===== src/rtl/poll_pkg.sv =====
// Shared types for the program status polling read path.
// Assumes an 8-bit-or-wider data path with the poll and toggle
// bits placed at positions chosen by the top-level parameters.
package poll_pkg;
    typedef enum logic {
        SRC_ARRAY  = 1'b0,
        SRC_STATUS = 1'b1
    } rd_src_e;
endpackage


===== src/rtl/poll_strobe_detect.sv =====
// Read strobe qualifier and leading-edge detector.
// Assumes the host control lines are already synchronised to clk.
// Produces a one-cycle pulse on the first cycle a read strobe is seen.
module poll_strobe_detect (
    input  logic clk,
    input  logic rst_n,
    input  logic ce_n,
    input  logic oe_n,
    input  logic we_n,
    output logic rise
);
    logic strobe;
    logic strobe_q;

    // Qualify the read: chip and output enabled, no write in progress.
    always_comb strobe = !ce_n && !oe_n && we_n;

    // Remember the previous strobe level for edge detection.
    always_ff @(posedge clk) begin
        if (!rst_n) strobe_q <= 1'b0;
        else        strobe_q <= strobe;
    end

    // Leading edge of the strobe.
    always_comb rise = strobe && !strobe_q;
endmodule


===== src/rtl/poll_toggle.sv =====
// Toggle-bit state for status polling.
// Cleared on each rising edge of busy; inverted on every read edge
// while busy. tog_now is the value a read in this cycle must report.
module poll_toggle (
    input  logic clk,
    input  logic rst_n,
    input  logic busy,
    input  logic rise,
    output logic tog_now
);
    logic busy_q;
    logic tog;
    logic start;

    // Track busy to find the start of a program cycle.
    always_ff @(posedge clk) begin
        if (!rst_n) busy_q <= 1'b0;
        else        busy_q <= busy;
    end

    // A new program cycle begins this clock.
    always_comb start = busy && !busy_q;

    // Value reported by a read this cycle (a cycle start forces 0).
    always_comb tog_now = start ? 1'b0 : tog;

    // Advance the toggle on each busy read; clear at cycle start.
    always_ff @(posedge clk) begin
        if (!rst_n)
            tog <= 1'b0;
        else if (start)
            tog <= rise;
        else if (busy && rise)
            tog <= !tog;
    end

    AST_TOG_FLIP: assert property (@(posedge clk) disable iff (!rst_n)
        (busy && busy_q && rise) |=> (tog != $past(tog)));
    AST_TOG_START_CLEAR: assert property (@(posedge clk) disable iff (!rst_n)
        (busy && !busy_q && !rise) |=> !tog);
    AST_TOG_IDLE_HOLD: assert property (@(posedge clk) disable iff (!rst_n)
        !busy |=> $stable(tog));
endmodule


===== src/rtl/poll_status_mux.sv =====
// Builds the status byte and registers the read result.
// Assumes array_rdata is valid for the current address in the cycle
// the strobe edge is seen. The status bit layout is chosen per bit
// by generate from POLL_BIT and TOG_BIT.
module poll_status_mux #(
    parameter int DW       = 8,
    parameter int POLL_BIT = 7,
    parameter int TOG_BIT  = 6
) (
    input  logic          clk,
    input  logic          rst_n,
    input  logic          rise,
    input  logic          busy,
    input  logic          hit,
    input  logic          tog_now,
    input  logic [DW-1:0] ld_data,
    input  logic [DW-1:0] array_rdata,
    output logic [DW-1:0] rd_data,
    output logic          rd_valid
);
    import poll_pkg::*;

    logic [DW-1:0] status;
    rd_src_e       src;

    // Assemble the status byte one bit at a time.
    for (genvar i = 0; i < DW; i++) begin : g_bit
        if (i == POLL_BIT) begin : g_poll
            assign status[i] = hit ? !ld_data[i] : 1'b0;
        end else if (i == TOG_BIT) begin : g_tog
            assign status[i] = tog_now;
        end else begin : g_copy
            assign status[i] = ld_data[i];
        end
    end

    // Busy cycles report status; otherwise the array answers.
    always_comb src = busy ? SRC_STATUS : SRC_ARRAY;

    // Capture a result on each strobe edge and flag it for one cycle.
    always_ff @(posedge clk) begin
        if (!rst_n) begin
            rd_data  <= '0;
            rd_valid <= 1'b0;
        end else begin
            rd_valid <= rise;
            if (rise) rd_data <= (src == SRC_STATUS) ? status : array_rdata;
        end
    end

    AST_VALID_PULSE: assert property (@(posedge clk) disable iff (!rst_n)
        rd_valid |=> !rd_valid);
    AST_IDLE_TRUE_DATA: assert property (@(posedge clk) disable iff (!rst_n)
        (rd_valid && !$past(busy)) |-> (rd_data == $past(array_rdata)));
    AST_POLL_INVERT: assert property (@(posedge clk) disable iff (!rst_n)
        (rd_valid && $past(busy) && $past(hit))
            |-> (rd_data[POLL_BIT] == !$past(ld_data[POLL_BIT])));
    AST_POLL_MISS_ZERO: assert property (@(posedge clk) disable iff (!rst_n)
        (rd_valid && $past(busy) && !$past(hit)) |-> !rd_data[POLL_BIT]);
    AST_LOW_BITS_COPY: assert property (@(posedge clk) disable iff (!rst_n)
        (rd_valid && $past(busy))
            |-> (rd_data[TOG_BIT-1:0] == $past(ld_data[TOG_BIT-1:0])));
endmodule


===== src/rtl/poll_read_path.sv =====
// Program status polling read path, top level.
// Assumes synchronised host controls and a combinational array read.
// Returns either true array data or a progress status byte on each
// host read strobe edge, depending on the busy flag.
module poll_read_path #(
    parameter int AW = 17,
    parameter int DW = 8
) (
    input  logic          clk,
    input  logic          rst_n,
    input  logic          ce_n,
    input  logic          oe_n,
    input  logic          we_n,
    input  logic [AW-1:0] addr,
    input  logic [DW-1:0] array_rdata,
    input  logic          busy,
    input  logic [AW-1:0] ld_addr,
    input  logic [DW-1:0] ld_data,
    output logic [DW-1:0] rd_data,
    output logic          rd_valid
);
    localparam int POLL_BIT = DW - 1;
    localparam int TOG_BIT  = DW - 2;

    logic rise;
    logic tog_now;
    logic hit;

    // The read targets the byte whose program cycle is running.
    always_comb hit = (addr == ld_addr);

    poll_strobe_detect u_strobe (
        .clk  (clk),
        .rst_n(rst_n),
        .ce_n (ce_n),
        .oe_n (oe_n),
        .we_n (we_n),
        .rise (rise)
    );

    poll_toggle u_toggle (
        .clk    (clk),
        .rst_n  (rst_n),
        .busy   (busy),
        .rise   (rise),
        .tog_now(tog_now)
    );

    poll_status_mux #(
        .DW      (DW),
        .POLL_BIT(POLL_BIT),
        .TOG_BIT (TOG_BIT)
    ) u_mux (
        .clk        (clk),
        .rst_n      (rst_n),
        .rise       (rise),
        .busy       (busy),
        .hit        (hit),
        .tog_now    (tog_now),
        .ld_data    (ld_data),
        .array_rdata(array_rdata),
        .rd_data    (rd_data),
        .rd_valid   (rd_valid)
    );
endmodule


===== config.mk =====
export PLATFORM = sky130hd
export DESIGN_NAME = poll_read_path
export DESIGN_NICKNAME = d
export VERILOG_FILES = /design/src/rtl/poll_pkg.sv /design/src/rtl/poll_strobe_detect.sv /design/src/rtl/poll_toggle.sv /design/src/rtl/poll_status_mux.sv /design/src/rtl/poll_read_path.sv
export SDC_FILE = /design/constraint.sdc
export NUM_CORES = 1
export LEC_CHECK = 0
export ABC_AREA = 0
export BUFFER_PORTS_ARGS = -buffer_cell sky130_fd_sc_hd__buf_2
export CAP_MARGIN = 20
export CORE_MARGIN = 2
export CORE_UTILIZATION = 30
export CTS_BUF_LIST = sky130_fd_sc_hd__clkbuf_8
export DETAILED_ROUTE_END_ITERATION = 8
export PLACE_DENSITY = 0.73
export SLEW_MARGIN = 20
export SYNTH_ARGS = -nofsm -noshare
export SYNTH_HDL_FRONTEND = slang
export SYNTH_HIERARCHICAL = 1
export SYNTH_SLANG_ARGS = --single-unit

===== constraint.sdc =====
create_clock -name clk -period 1.69 [get_ports clk]
set_clock_uncertainty 0.15 [all_clocks]
set_input_delay 0 -clock clk [delete_from_list [all_inputs] [get_ports clk]]
set_output_delay 0 -clock clk [all_outputs]
set_load 0.02 [all_outputs]

Word-level counts from Yosys, hierarchy flattened:

Index checks and enable logic that the tools add are counted.

* register bits after elaboration: 12
* latch bits: 0
* bits in writable memories: 0
* bits in read-only memories: 0
* output and inout bits: 9
* word-level logic and storage cells: 24
* memories kept: 0

* add/subtract/negate cells: 0
* multipliers: 0
* divide/modulo/power cells: 0
* order comparisons: 0
* equal/unequal tests: 1
* shift operators: 0
* mux-type cells: 6
* bitwise logic cells: 0
* reductions and logical operators: 12

Operators by type and width (count)
* equality test 17 bit: 1
* 2-to-1 mux 8 bit: 1
* logical NOT 1 bit: 6
* logical AND 1 bit: 5
* 2-to-1 mux 1 bit: 5
* nonzero test 2 bit: 1

Longest topological paths before layout:

Gate-level depths: netlist of run 1.

* word-level depth: 7
* depth in mapped cells: 6
* mapped depth without buffers: 6

Modules after synthesis:

Netlist of run 1, hierarchy kept.

Modules (own cells, without submodules)
* poll_status_mux: times used 1, cells an instance 37, area each 366.6 um^2
* poll_read_path: times used 1, cells an instance 23, area each 190.2 um^2
* poll_toggle: times used 1, cells an instance 10, area each 85.1 um^2
* poll_strobe_detect: times used 1, cells an instance 3, area each 47.5 um^2

Least setup slack after synthesis of run 1:

OpenSTA, ideal clock, no wires.

* path type: register -> register
* start point: reg u_strobe.strobe_q
* end point: reg u_mux.rd_data[7]
* setup time: 74 ps
* data arrival time: 1175 ps
* data required time: 1466 ps
* slack: 291 ps
* stages on the path, launching flop included: 5
* period minus slack after synthesis: 1399 ps
* path through: dfxtp_1 > nor4b_2 > buf_4 > o21ai_1 > a31oi_1

* cells in the longest elaborated chain, start to end: 2

Ends and longest elaborated chain
* start: declaration: line poll_strobe_detect.sv:13 `logic strobe_q;`
* start signal: assignment: line poll_strobe_detect.sv:21 `else strobe_q <= strobe;`
* logical NOT 1 bit: line poll_strobe_detect.sv:25 `always_comb rise = strobe && !strobe_q;`
* logical AND 1 bit: line poll_strobe_detect.sv:25
* via rise: line poll_read_path.sv:25 `logic rise;`
* end signal: assignment: line poll_status_mux.sv:47 `if (rise) rd_data <= (src == SRC_STATUS) ? status : array_rdata;`
* end: declaration: line poll_status_mux.sv:18 `output logic [DW-1:0] rd_data,`

The timed path passes the listed nets, and every way through them passes these cells.
A chain may end at the register's enable or synchronous reset.

Final worst setup path of run 1:

* start point: in rst_n
* end point: reg u_strobe.strobe_q

RTL lines
* start: declaration: line poll_read_path.sv:10 `input logic rst_n,`

No word-level cell between the ends.

==> results.txt, run 1 <==
----------------------------------------------------
[Status]
  Outcome ... finished clean

[STA]
  Final critical-path share of the clock period ... 0.903
  Setup TNS ... 0 ps
  Fmax achieved ... approximately 0.65 GHz
  Tmin final ... about 1500 ps
  Final setup violation count ... 0
  Number of slew-limit violations in the final report ... 0
  Slack of the critical path ... between 150 and 200 ps
  Relative max-transition margin ... 0.803
  Unrepaired setup endpoints after global routing ... false
  Transition at the pin with the smallest max-transition slack ... between 200 and 300 ps
  Final hold violations ... 0

[Clock tree]
  Clock root buffer ... sky130_fd_sc_hd__clkbuf_8
  Num CTS Buffers ... 3
  Clock latency at the later pin of the worst-skew pair ... about 240 ps
  Maximum root-to-sink buffer count ... 2
  Number of gates resized after CTS ... 0
  Clock slew at the register clock pins of the worst setup and hold paths ... 50 ps
  Max H-tree Level ... 1
  Sink count of the clock tree ... 12
  Clock tree from TritonCTS ... done

[Logic synthesis]
  Commonest cells in the synthesized netlist ... sky130_fd_sc_hd__xor2_1 (13), sky130_fd_sc_hd__dfxtp_1 (12), sky130_fd_sc_hd__a21oi_1 (7), sky130_fd_sc_hd__mux2i_1 (7), sky130_fd_sc_hd__o21ai_0 (7)
  Area fraction in compound gates after synthesis ... 0.147
  Async set-or-reset flop fraction in the synthesized netlist ... 0
  Cell with the most instances after synthesis ... sky130_fd_sc_hd__xor2_1
  Number of synthesized register bits ... 12
  Number of cells produced by synthesis ... 73
  Synth cell types ... 24
  Area fraction in and, or, nand and nor cells after synthesis ... 0.160
  Ranking of synthesized cells by area ... sky130_fd_sc_hd__dfxtp_1 (35%), sky130_fd_sc_hd__xor2_1 (17%), sky130_fd_sc_hd__mux2i_1 (10%)
  Per-instance average area after synthesis ... 9.44 µm²
  Synth Flop Type ... sky130_fd_sc_hd__dfxtp_1
  Post-synthesis sequential area ratio ... 0.348
  Post-synthesis share of cell area spent on full adders, half adders and majority gates ... 0
  Total number of yosys warnings ... 6
  Net Count, Synth ... roughly 130
  Multiplexer share of the synthesized area ... 0.102
  Largest family of logic cells by synthesized area ... XOR/XNOR gates
  Number of enable-type register cells in the synthesized netlist ... 0
  Post-synthesis instance area ... 689 µm²
  Xor and xnor area share after synthesis ... 0.216
  Top cell type's share of synthesized area ... 0.348
  Largest area contributor in the synthesized netlist ... sky130_fd_sc_hd__dfxtp_1

[Place]
  Area post-placement ... about 1000 µm²
  Port Buffers ... 63
  Final HPWL from detailed placement ... ~1600 µm
  Final estimated routing congestion in global placement ... approximately 0.65
  Placement Setup Slack ... about 350 ps

[Setup path]
  Biggest cell delay along the critical path ... approximately 550 ps
  Crit path max fanout ... 12
  Kind of capture point of the worst setup path ... flop
  Critical-path cell with the highest stage delay ... sky130_fd_sc_hd__dlygate4sd3_1
  Crit-path cells ... dlygate4sd3_1 -> buf_2 -> and4bb_2 -> dlygate4sd3_1
  Crit start category ... input pin
  Worst setup path startpoint ... rst_n
  Critical R2R Launch ... u_strobe/strobe_q$_SDFF_PN0_
  Data arrival time at the worst-slack endpoint ... 1500 ps
  Cell with the most instances on the worst path ... sky130_fd_sc_hd__dlygate4sd3_1
  Setup CP Type ... input pin to flop
  Required time of the critical path ... 1660 ps

[Detailed routing]
  Post-detailed-route count of antenna-violating nets ... 0
  Iteration count of the initial detailed-routing pass ... 4
  Routed wire length per instance ... approximately 12 µm
  Per-cell via count in the routed design ... 4.57
  Initial DRC Count ... 9
  Vias after detailed routing ... 846
  DRC ... 0
  Post-Route WL ... about 2200 µm

[GRT]
  Overflow left after global routing ... 0
  Fraction of met2 tracks used by global routing ... 0.363
  Number of antenna violations at the first check in global routing ... 0
  Overall track demand over capacity in global routing ... 0.184
  Met1 layer usage reported by global route ... 0.186
  Via count of the first global-routing pass ... between 800 and 900
  Busiest layer in global routing ... met2
  Wire length of the first global-routing pass ... around 3700 µm
  Global-route met3 utilization ... 0.0460
  Pin count of the biggest net entering global routing ... 20

[Cells and area]
  P&R area growth vs syn ... 83.8%
  Design area ... between 1000 and 1500 µm²
  Filler cells ... between 200 and 250
  Final antenna diode count ... 0
  Ratio of cells with drive above 1 in the final layout ... 0.452
  Core occupancy in the finished layout ... 0.579
  Net total in the final layout ... approximately 210

[Hold path]
  Worst min-delay path category ... input pin to flop
  Hold_sp ... busy

[Power and ir drop]
  Peak supply drop ... ~0.58 mV
  Leakage component of the power ... about 0.63 nW
  Switching fraction of total power ... 0.237
  Relative contribution of the clock network to total power ... 0.375
  Relative contribution of sequential cells to total power ... 0.370
  Final Total Pwr ... around 0.82 mW
  Pwr per Cell Area ... roughly 650 nW/µm²
  Part of the total power dissipated in combinational logic ... 0.255
  Internal Pwr Total ... between 0.6 and 0.7 mW
  Switching power ... 0.194 mW

[Die]
  Die boundary height ... 51.9 µm
  Number of rows created at floorplan ... 17
  Initial core utilization ... 0.315
  Placeable core region ... between 2000 and 2500 µm²
  Number of top-level pins ... 65
  Die area ... about 2700 µm²
  Horizontal extent of the die ... about 52 µm

[Run]
  Max-cap violations ... 0

----------------------------------------------------
[power by group through the flow]
stage	logic, mW	clock network [mW]	registers (mW)
6_report	0.209	0.306	0.303
5_1_grt	0.228	0.330	0.304
4_1_cts	0.208	0.315	0.303
3_5_place_dp	0.171	0	0.308
3_3_place_gp	0.163	0	0.307
2_1_floorplan	0.0672	0	0.321
[worst max-delay path, delay by kind of cell]
family | cells | cell delay, ps
AND/OR/NAND/NOR | 1 | 230
buffers and inverters | 3 | 1260
[cell families (layout without fill, tap and decap cells)]
family,Yosys count,in the layout
AO/OA/AOI/OAI,19,19
XOR/XNOR,17,17
AND/OR/NAND/NOR,15,15
flip-flops,12,12
multiplexers,7,7
buffers and inverters,3,87
[stage by stage]
step	std cells	hold slack [ps]
2_1_floorplan	73	-28.3
3_3_place_gp	163	126
3_5_place_dp	163	131
4_1_cts	185	31.8
5_1_grt	185	32.2
6_report	185	23.3
[repair_timing]
action	CTS	global route
buffers inserted	0	0
endpoints found under the hold margin	12	0
hold buffers	18	0
[registers in the layout, summed over array words and instances (netlist names)]
| register | cells |
|---|---|
| u_strobe/strobe_q | 1 |
| u_toggle/busy_q | 1 |
| u_toggle/tog | 1 |
| u_mux/rd_valid | 1 |
| u_mux/rd_data | 8 |
[layer usage]
layer | vias to the layer above | share of wire
li1 | 426 | -
met5 | - | 0
met4 | 0 | 0.012
met2 | 24 | 0.57
met3 | 4 | 0.041
met1 | 392 | 0.37
[final cells by class]
cell class	instances	area, µm²	share of cell area
repair buffers	82	503	0.397
multi-input cells	58	430	0.340
flip-flops and latches	12	240	0.190
clock buffers	4	55.1	0.0434
well taps	28	35.0	0.0276
inverters	1	3.75	0.00296
[worst paths after layout]
path / endpoint / slack (ps) / depth (start not counted)
min: u_toggle/tog$_SDFFE_PN0P_ / 20 / 3
max reg2reg: u_toggle/tog$_SDFFE_PN0P_ / 390 / 5
min reg2reg: u_toggle/tog$_SDFFE_PN0P_ / 370 / 2
max: u_strobe/strobe_q$_SDFF_PN0_ / 160 / 4
[cell usage in the layout, fill, tap and decap left out]
cell type                       synthesis  final
sky130_fd_sc_hd__nand3_1                2      2
sky130_fd_sc_hd__and4bb_2               1      1
sky130_fd_sc_hd__nor4b_2                1      1
sky130_fd_sc_hd__o21ai_1                2      2
sky130_fd_sc_hd__o21ai_0                7      7
sky130_fd_sc_hd__a21boi_1               1      1
sky130_fd_sc_hd__dlygate4sd3_1          0     18
sky130_fd_sc_hd__xor2_1                13     13
sky130_fd_sc_hd__buf_2                  0     63
sky130_fd_sc_hd__nor3_1                 1      1
sky130_fd_sc_hd__a31oi_1                1      1
sky130_fd_sc_hd__clkbuf_8               0      4
sky130_fd_sc_hd__o21a_1                 1      1
sky130_fd_sc_hd__a21oi_1                7      7
sky130_fd_sc_hd__nand2b_1               1      1
sky130_fd_sc_hd__nand3b_1               1      1
sky130_fd_sc_hd__mux2i_1                7      7
sky130_fd_sc_hd__nor4_2                 1      1
sky130_fd_sc_hd__xnor2_1                4      4
sky130_fd_sc_hd__inv_1                  1      1
sky130_fd_sc_hd__buf_4                  2      1
sky130_fd_sc_hd__dfxtp_1               12     12
sky130_fd_sc_hd__and2_1                 2      2
sky130_fd_sc_hd__nand4_1                1      1
sky130_fd_sc_hd__nor4_1                 2      2
sky130_fd_sc_hd__nor2b_1                1      1
sky130_fd_sc_hd__nand2_1                1      1
(Power assumes the default switching activity.)
==> inputs of run 2 (changes only) <==
Settings changed: SETUP_SLACK_MARGIN set to 0.2.
==> run 2 against run 1 <==
Count of clock-buffer cells in the layout unchanged. Power rose by 0.12%. Non-clock buffer count did not move. Die area stayed put. Worst hold slack improved by 0.90 ps. Sequential share of layout area unchanged. Setup slack better by 78 ps. Maximum frequency up 5.4%. Critical path depth unchanged. Core utilization unchanged.
==> results.txt, run 2 (same netlist as run 1, synthesis figures left out) <==
----------------------------------------------------
[Setup path]
  Crit start category ... input pin
  Cell with the most instances on the worst path ... sky130_fd_sc_hd__dlygate4sd3_1
  Setup slack, reg-to-reg ... 390 ps (about the same)
  Setup CP Type ... input pin to flop
  Critical-path cell with the highest stage delay ... sky130_fd_sc_hd__dlygate4sd3_1
  Crit-path cells ... dlygate4sd3_1 -> buf_2 -> and4bb_2 -> dlygate4sd3_1
  Data arrival time at the worst-slack endpoint ... 1420 ps (-80 ps)
  Kind of capture point of the worst setup path ... flop
  Crit path max fanout ... 2 (-10)
  Required time of the critical path ... 1660 ps (about the same)
  Biggest cell delay along the critical path ... 550 ps (about the same)

[Die]
  Die boundary height ... 51.9 µm (unchanged)
  Initial core utilization ... 0.315 (unchanged)
  Placeable core region ... 2190 µm² (unchanged)
  Number of rows created at floorplan ... 17 (unchanged)
  Horizontal extent of the die ... 51.9 µm (unchanged)
  Die area ... 2700 µm² (unchanged)
  Number of top-level pins ... 65 (unchanged)

[Power and ir drop]
  Peak supply drop ... 0.583 mV (+0.85%)
  Relative contribution of sequential cells to total power ... 0.370 (about the same)
  Part of the total power dissipated in combinational logic ... 0.255 (about the same)
  Pwr per Cell Area ... 646 nW/µm² (+0.12%)
  Final Total Pwr ... 0.819 mW (+0.12%)
  Relative contribution of the clock network to total power ... 0.375 (about the same)
  Leakage component of the power ... 0.631 nW (unchanged)
  Internal Pwr Total ... 0.624 mW (about the same)
  Switching fraction of total power ... 0.238 (+0.000849)
  Switching power ... 0.195 mW (+0.48%)

[Place]
  Instance count after placement with tap cells included ... 163 (unchanged)
  Area post-placement ... 1030 µm² (unchanged)
  Final HPWL from detailed placement ... 1560 µm (unchanged)
  Port Buffers ... 63 (unchanged)
  Placement Setup Slack ... 348 ps (unchanged)
  Final estimated routing congestion in global placement ... 0.652 (unchanged)

[Detailed routing]
  Initial DRC Count ... 7 (-2)
  Post-detailed-route count of antenna-violating nets ... 0 (unchanged)
  Iteration count of the initial detailed-routing pass ... 4 (unchanged)
  Per-cell via count in the routed design ... 4.59 (+0.35%)
  Routed wire length per instance ... 11.8 µm (+0.46%)
  Vias after detailed routing ... 849 (+0.35%)
  DRC ... 0 (unchanged)
  Post-Route WL ... 2180 µm (+0.46%)

[Run]
  Max-cap violations ... 0 (unchanged)

[Clock tree]
  Num CTS Buffers ... 3 (unchanged)
  Clock tree from TritonCTS ... done
  Post-CTS setup buffers ... 0 (unchanged)
  Clock latency at the later pin of the worst-skew pair ... 240 ps (about the same)
  Number of gates resized after CTS ... 0 (unchanged)
  Sink count of the clock tree ... 12 (unchanged)
  Number of buffers added to fix hold violations after cts ... 18 (unchanged)
  Maximum root-to-sink buffer count ... 2 (unchanged)
  Clock slew at the register clock pins of the worst setup and hold paths ... 50 ps (about the same)
  Clock root buffer ... sky130_fd_sc_hd__clkbuf_8
  Max H-tree Level ... 1 (unchanged)

[Cells and area]
  Net total in the final layout ... 214 (unchanged)
  Register containing the most flip-flops in the final layout ... u_mux/rd_data
  Area of combinational cells with multiple inputs ... 430 µm² (unchanged)
  Final Instance Count excl. Fillers ... 185 (unchanged)
  P&R area growth vs syn ... 83.8% (unchanged)
  Flip-flop and latch area ... 240 µm² (unchanged)
  Ratio of cells with drive above 1 in the final layout ... 0.452 (unchanged)
  Filler cells ... 213 (-0.93%)
  Final antenna diode count ... 0 (unchanged)
  Design area ... 1270 µm² (unchanged)
  Most frequent cells in the layout ... sky130_fd_sc_hd__buf_2 (63), sky130_fd_sc_hd__dlygate4sd3_1 (18), sky130_fd_sc_hd__xor2_1 (13)
  Core occupancy in the finished layout ... 0.579 (unchanged)
  Number of flip-flops under the largest register name ... 8 (unchanged)
  Most common library cell in the layout ignoring fill and taps ... sky130_fd_sc_hd__buf_2

[Hold path]
  Worst min-delay path category ... input pin to flop

[GRT]
  Number of antenna violations at the first check in global routing ... 0 (unchanged)
  Overflow left after global routing ... 0 (unchanged)
  Overall track demand over capacity in global routing ... 0.185 (+0.00120)
  Via count of the first global-routing pass ... 871 (+0.46%)
  Pin count of the biggest net entering global routing ... 20 (unchanged)
  Wire length of the first global-routing pass ... 3730 µm (+0.57%)

[STA]
  Hold Worst Slack ... 24.2 ps (+0.901 ps)
  Final critical-path share of the clock period ... 0.857 (-0.0461)
  Fmax achieved ... 0.690 GHz (+5.4%)
  Number of slew-limit violations in the final report ... 0 (unchanged)
  Final hold violations ... 0 (unchanged)
  Tmin final ... 1450 ps (-77.9 ps)
  Final setup violation count ... 0 (unchanged)
  Setup TNS ... 0 ps (unchanged)
  Relative max-transition margin ... 0.764 (-0.0391)
  Transition at the pin with the smallest max-transition slack ... 353 ps (+57.5 ps)
  Slack of the critical path ... 241 ps (+77.9 ps)
  Unrepaired setup endpoints after global routing ... false

[Status]
  Outcome ... finished clean

----------------------------------------------------
-- run 2: cell counts in the layout (fill, tap and decap cells not counted) --
No cell type changed its count.
-- run 2: area by class of cell --
type / instances / area share
inverter: 1 / 0.00296
tap: 28 / 0.0276
timing repair buffer: 82 / 0.397
clock buffer: 4 / 0.0434
multi-input combinational: 58 / 0.340
sequential: 12 / 0.190
-- run 2: final timing paths --
path / from / to / depth (start not counted)
hold reg to reg: u_toggle/tog$_SDFFE_PN0P_ / u_toggle/tog$_SDFFE_PN0P_ / 2
hold / removal: busy / u_toggle/tog$_SDFFE_PN0P_ / 3
setup reg to reg: u_strobe/strobe_q$_SDFF_PN0_ / u_toggle/tog$_SDFFE_PN0P_ / 5
setup / recovery: we_n / u_strobe/strobe_q$_SDFF_PN0_ / 4
-- run 2: power by group through the flow --
stage                     Sequential (mW)  Clock (mW)  Combinational, mW
after floorplan                     0.321           0             0.0672
after global placement              0.307           0              0.163
after detailed placement            0.308           0              0.171
after CTS                           0.303       0.315              0.208
after global routing                0.304       0.330              0.228
final                               0.303       0.307              0.209
-- run 2: metal layers --
metal	up-vias	track usage	routed length (µm)	part of all wire
met2	24	0.367	1250	0.57
li1	426	-	-	-
met1	395	0.186	816	0.37
met5	-	0	0	0
met4	0	0.0526	26	0.012
met3	4	0.0460	90	0.041
-- run 2: worst max-delay path, delay by kind of cell --
| family | cells | cell delay, ps |
|---|---|---|
| simple gates | 1 | 210 |
| buf+inv | 3 | 1200 |
==> inputs of run 3 (changes only) <==
Settings changed: CORE_UTILIZATION 30 to 37, PLACE_DENSITY 0.73 to 0.86.
==> run 3 against run 2 <==
Sequential share of layout area up 0.27 points. First-iteration DRC count up 29%. Critical path type unchanged. Count of clock-buffer cells in the layout down 1. Global-route usage up 5.0 points. Via count up 3.3%. Setup slack better by 5.1 ps. Highest routed layer unchanged. Sequential cell count unchanged. Final area down 1.4%. Combinational power about the same. Cell count down 2.2%.
==> results.txt, run 3 (same netlist as run 1, synthesis figures left out) <==
----------------------------------------------------
[Status]
  Outcome ... finished clean

[STA]
  Final critical-path share of the clock period ... 0.854 (-0.00303)
  Fmax achieved ... 0.693 GHz (+0.36%)
  Final setup violation count ... 0 (unchanged)
  Final hold violations ... 0 (unchanged)
  Unrepaired setup endpoints after global routing ... false
  Setup TNS ... 0 ps (unchanged)
  Hold Worst Slack ... 29.3 ps (+5.15 ps)
  Number of slew-limit violations in the final report ... 0 (unchanged)
  Transition at the pin with the smallest max-transition slack ... 329 ps (-23.6 ps)
  Tmin final ... 1440 ps (-5.13 ps)
  Relative max-transition margin ... 0.780 (+0.0158)

[Cells and area]
  Ratio of cells with drive above 1 in the final layout ... 0.449 (-0.00351)
  Final antenna diode count ... 0 (unchanged)
  P&R area growth vs syn ... 81.3%
  Filler cells ... 151 (-29%)
  Most common library cell in the layout ignoring fill and taps ... sky130_fd_sc_hd__buf_2
  Register containing the most flip-flops in the final layout ... u_mux/rd_data
  Number of flip-flops under the largest register name ... 8 (unchanged)
  Net total in the final layout ... 214 (unchanged)
  Core occupancy in the finished layout ... 0.716 (+0.138)
  Most frequent cells in the layout ... sky130_fd_sc_hd__buf_2 (63), sky130_fd_sc_hd__dlygate4sd3_1 (18), sky130_fd_sc_hd__xor2_1 (13)

[Power and ir drop]
  Leakage component of the power ... 0.624 nW (-1.1%)
  Switching power ... 0.193 mW (-0.97%)
  Part of the total power dissipated in combinational logic ... 0.273 (+0.018)
  Peak supply drop ... 0.576 mV (-1.2%)
  Pwr per Cell Area ... 614 nW/µm² (-4.9%)
  Relative contribution of sequential cells to total power ... 0.394 (+0.024)
  Switching fraction of total power ... 0.252 (+0.0134)
  Internal Pwr Total ... 0.574 mW (-7.9%)
  Relative contribution of the clock network to total power ... 0.333 (-0.042)

[Hold path]
  Hold path cells ... 2 (-1)
  Worst min-delay path category ... input pin to flop
  Hold_sp ... busy
  Endpoint with the worst hold slack ... u_toggle/busy_q$_SDFF_PN0_

[Die]
  Placeable core region ... 1750 µm² (-20%)
  Initial core utilization ... 0.395 (+0.0803)
  Number of rows created at floorplan ... 15 (-2)
  Die boundary height ... 47.2 µm (-9.2%)
  Horizontal extent of the die ... 47.2 µm (-9.2%)
  Die area ... 2220 µm² (-18%)
  Number of top-level pins ... 65 (unchanged)

[Clock tree]
  Clock slew at the register clock pins of the worst setup and hold paths ... 50 ps (about the same)
  Clock tree from TritonCTS ... done
  Sink count of the clock tree ... 12 (unchanged)
  Number of gates resized after CTS ... 0 (unchanged)
  Num CTS Buffers ... 3 (unchanged)
  Clock latency at the later pin of the worst-skew pair ... 240 ps (about the same)
  Max H-tree Level ... 1 (unchanged)
  Post-CTS setup buffers ... 0 (unchanged)
  Clock root buffer ... sky130_fd_sc_hd__clkbuf_8
  Maximum root-to-sink buffer count ... 2 (unchanged)

[GRT]
  Pin count of the biggest net entering global routing ... 20 (unchanged)
  Overflow left after global routing ... 0 (unchanged)
  Via count of the first global-routing pass ... 950 (+9.1%)
  Wire length of the first global-routing pass ... 3640 µm (-2.2%)
  Overall track demand over capacity in global routing ... 0.235 (+0.0496)
  Number of antenna violations at the first check in global routing ... 0 (unchanged)

[Setup path]
  Worst r2r path cells ... 5 (unchanged)
  Critical R2R Launch ... u_strobe/strobe_q$_SDFF_PN0_
  Crit path max fanout ... 2 (unchanged)
  Data arrival time at the worst-slack endpoint ... 1420 ps (about the same)
  Kind of capture point of the worst setup path ... flop
  Setup CP Type ... input pin to flop
  Reg-to-Reg End ... u_toggle/tog$_SDFFE_PN0P_
  Crit start category ... input pin
  Required time of the critical path ... 1660 ps (about the same)
  Setup slack, reg-to-reg ... 410 ps (+20 ps)

[Detailed routing]
  Initial DRC Count ... 9 (+2)
  Post-detailed-route count of antenna-violating nets ... 0 (unchanged)
  Vias after detailed routing ... 877 (+3.3%)
  Per-cell via count in the routed design ... 4.85 (+5.6%)
  Routed wire length per instance ... 12.5 µm (+6.0%)
  Post-Route WL ... 2260 µm (+3.7%)
  DRC ... 0 (unchanged)
  Iteration count of the initial detailed-routing pass ... 4 (unchanged)

[Place]
  Final HPWL from detailed placement ... 1600 µm (+2.7%)
  Final estimated routing congestion in global placement ... 0.679 (+4.2%)
  Port Buffers ... 63 (unchanged)

[Run]
  Max-cap violations ... 0 (unchanged)

----------------------------------------------------
run 3: changes by cell type in the layout (fill, tap and decap cells not counted), sizes merged:
cell,delta
clkbuf,-1
run 3: worst max path at each step:
| stage | start | to | slack, ps | cells after the start |
|---|---|---|---|---|
| finish | we_n | u_strobe/strobe_q$_SDFF_PN0_ | 250 | 4 |
| global route | array_rdata[5] | u_mux/rd_data[5]$_SDFFE_PN0P_ | 210 | 5 |
| CTS | we_n | u_strobe/strobe_q$_SDFF_PN0_ | 250 | 4 |
| detailed placement | ld_addr[8] | u_mux/rd_data[7]$_SDFFE_PN0P_ | 370 | 7 |
| global placement | ld_addr[8] | u_mux/rd_data[7]$_SDFFE_PN0P_ | 400 | 7 |
| floorplan | u_strobe/strobe_q$_SDFF_PN0_ | u_mux/rd_data[7]$_SDFFE_PN0P_ | 290 | 4 |
run 3: cell type report:
type	count	area, µm²	share of cell area
inverter	1	3.75	0.00300
multi-input combinational	58	430	0.344
tap	25	31.3	0.0250
clock buffer	3	41.3	0.0330
timing repair buffer	82	503	0.402
sequential	12	240	0.192
run 3: power by group through the flow:
stage	combinational (mW)	sequential, mW	clock (mW)
finish	0.209	0.303	0.256
global route	0.229	0.304	0.271
CTS	0.207	0.302	0.261
detailed placement	0.170	0.308	0
global placement	0.163	0.307	0
floorplan	0.0672	0.321	0
run 3: through the flow:
stage                     instance area, µm²  power [mW]  instances  worst slack, ps
after floorplan                          689       0.388         73              291
after global placement                  1030       0.470        160              397
after detailed placement                1030       0.478        160              372
after CTS                               1250       0.771        181              251
after global routing                    1250       0.803        181              210
final                                   1250       0.767        181              246
run 3: repair_timing:
action	4_1_cts	5_1_grt
hold buffers	18	1
endpoints found under the setup margin	0	1
hold endpoints to repair	12	1
run 3: per-layer routing:
layer / up-vias / routed length (µm) / track usage
li1: 428 / - / -
met1: 406 / 763 / 0.206
met2: 36 / 1340 / 0.490
met3: 7 / 125 / 0.0654
met4: 0 / 35 / 0.0833
met5: - / 0 / 0
run 3: worst max-delay path, cell delays in order:
cell and delay, ps:
sky130_fd_sc_hd__dlygate4sd3_1 540, sky130_fd_sc_hd__buf_2 130, sky130_fd_sc_hd__and4bb_2 210, sky130_fd_sc_hd__dlygate4sd3_1 540
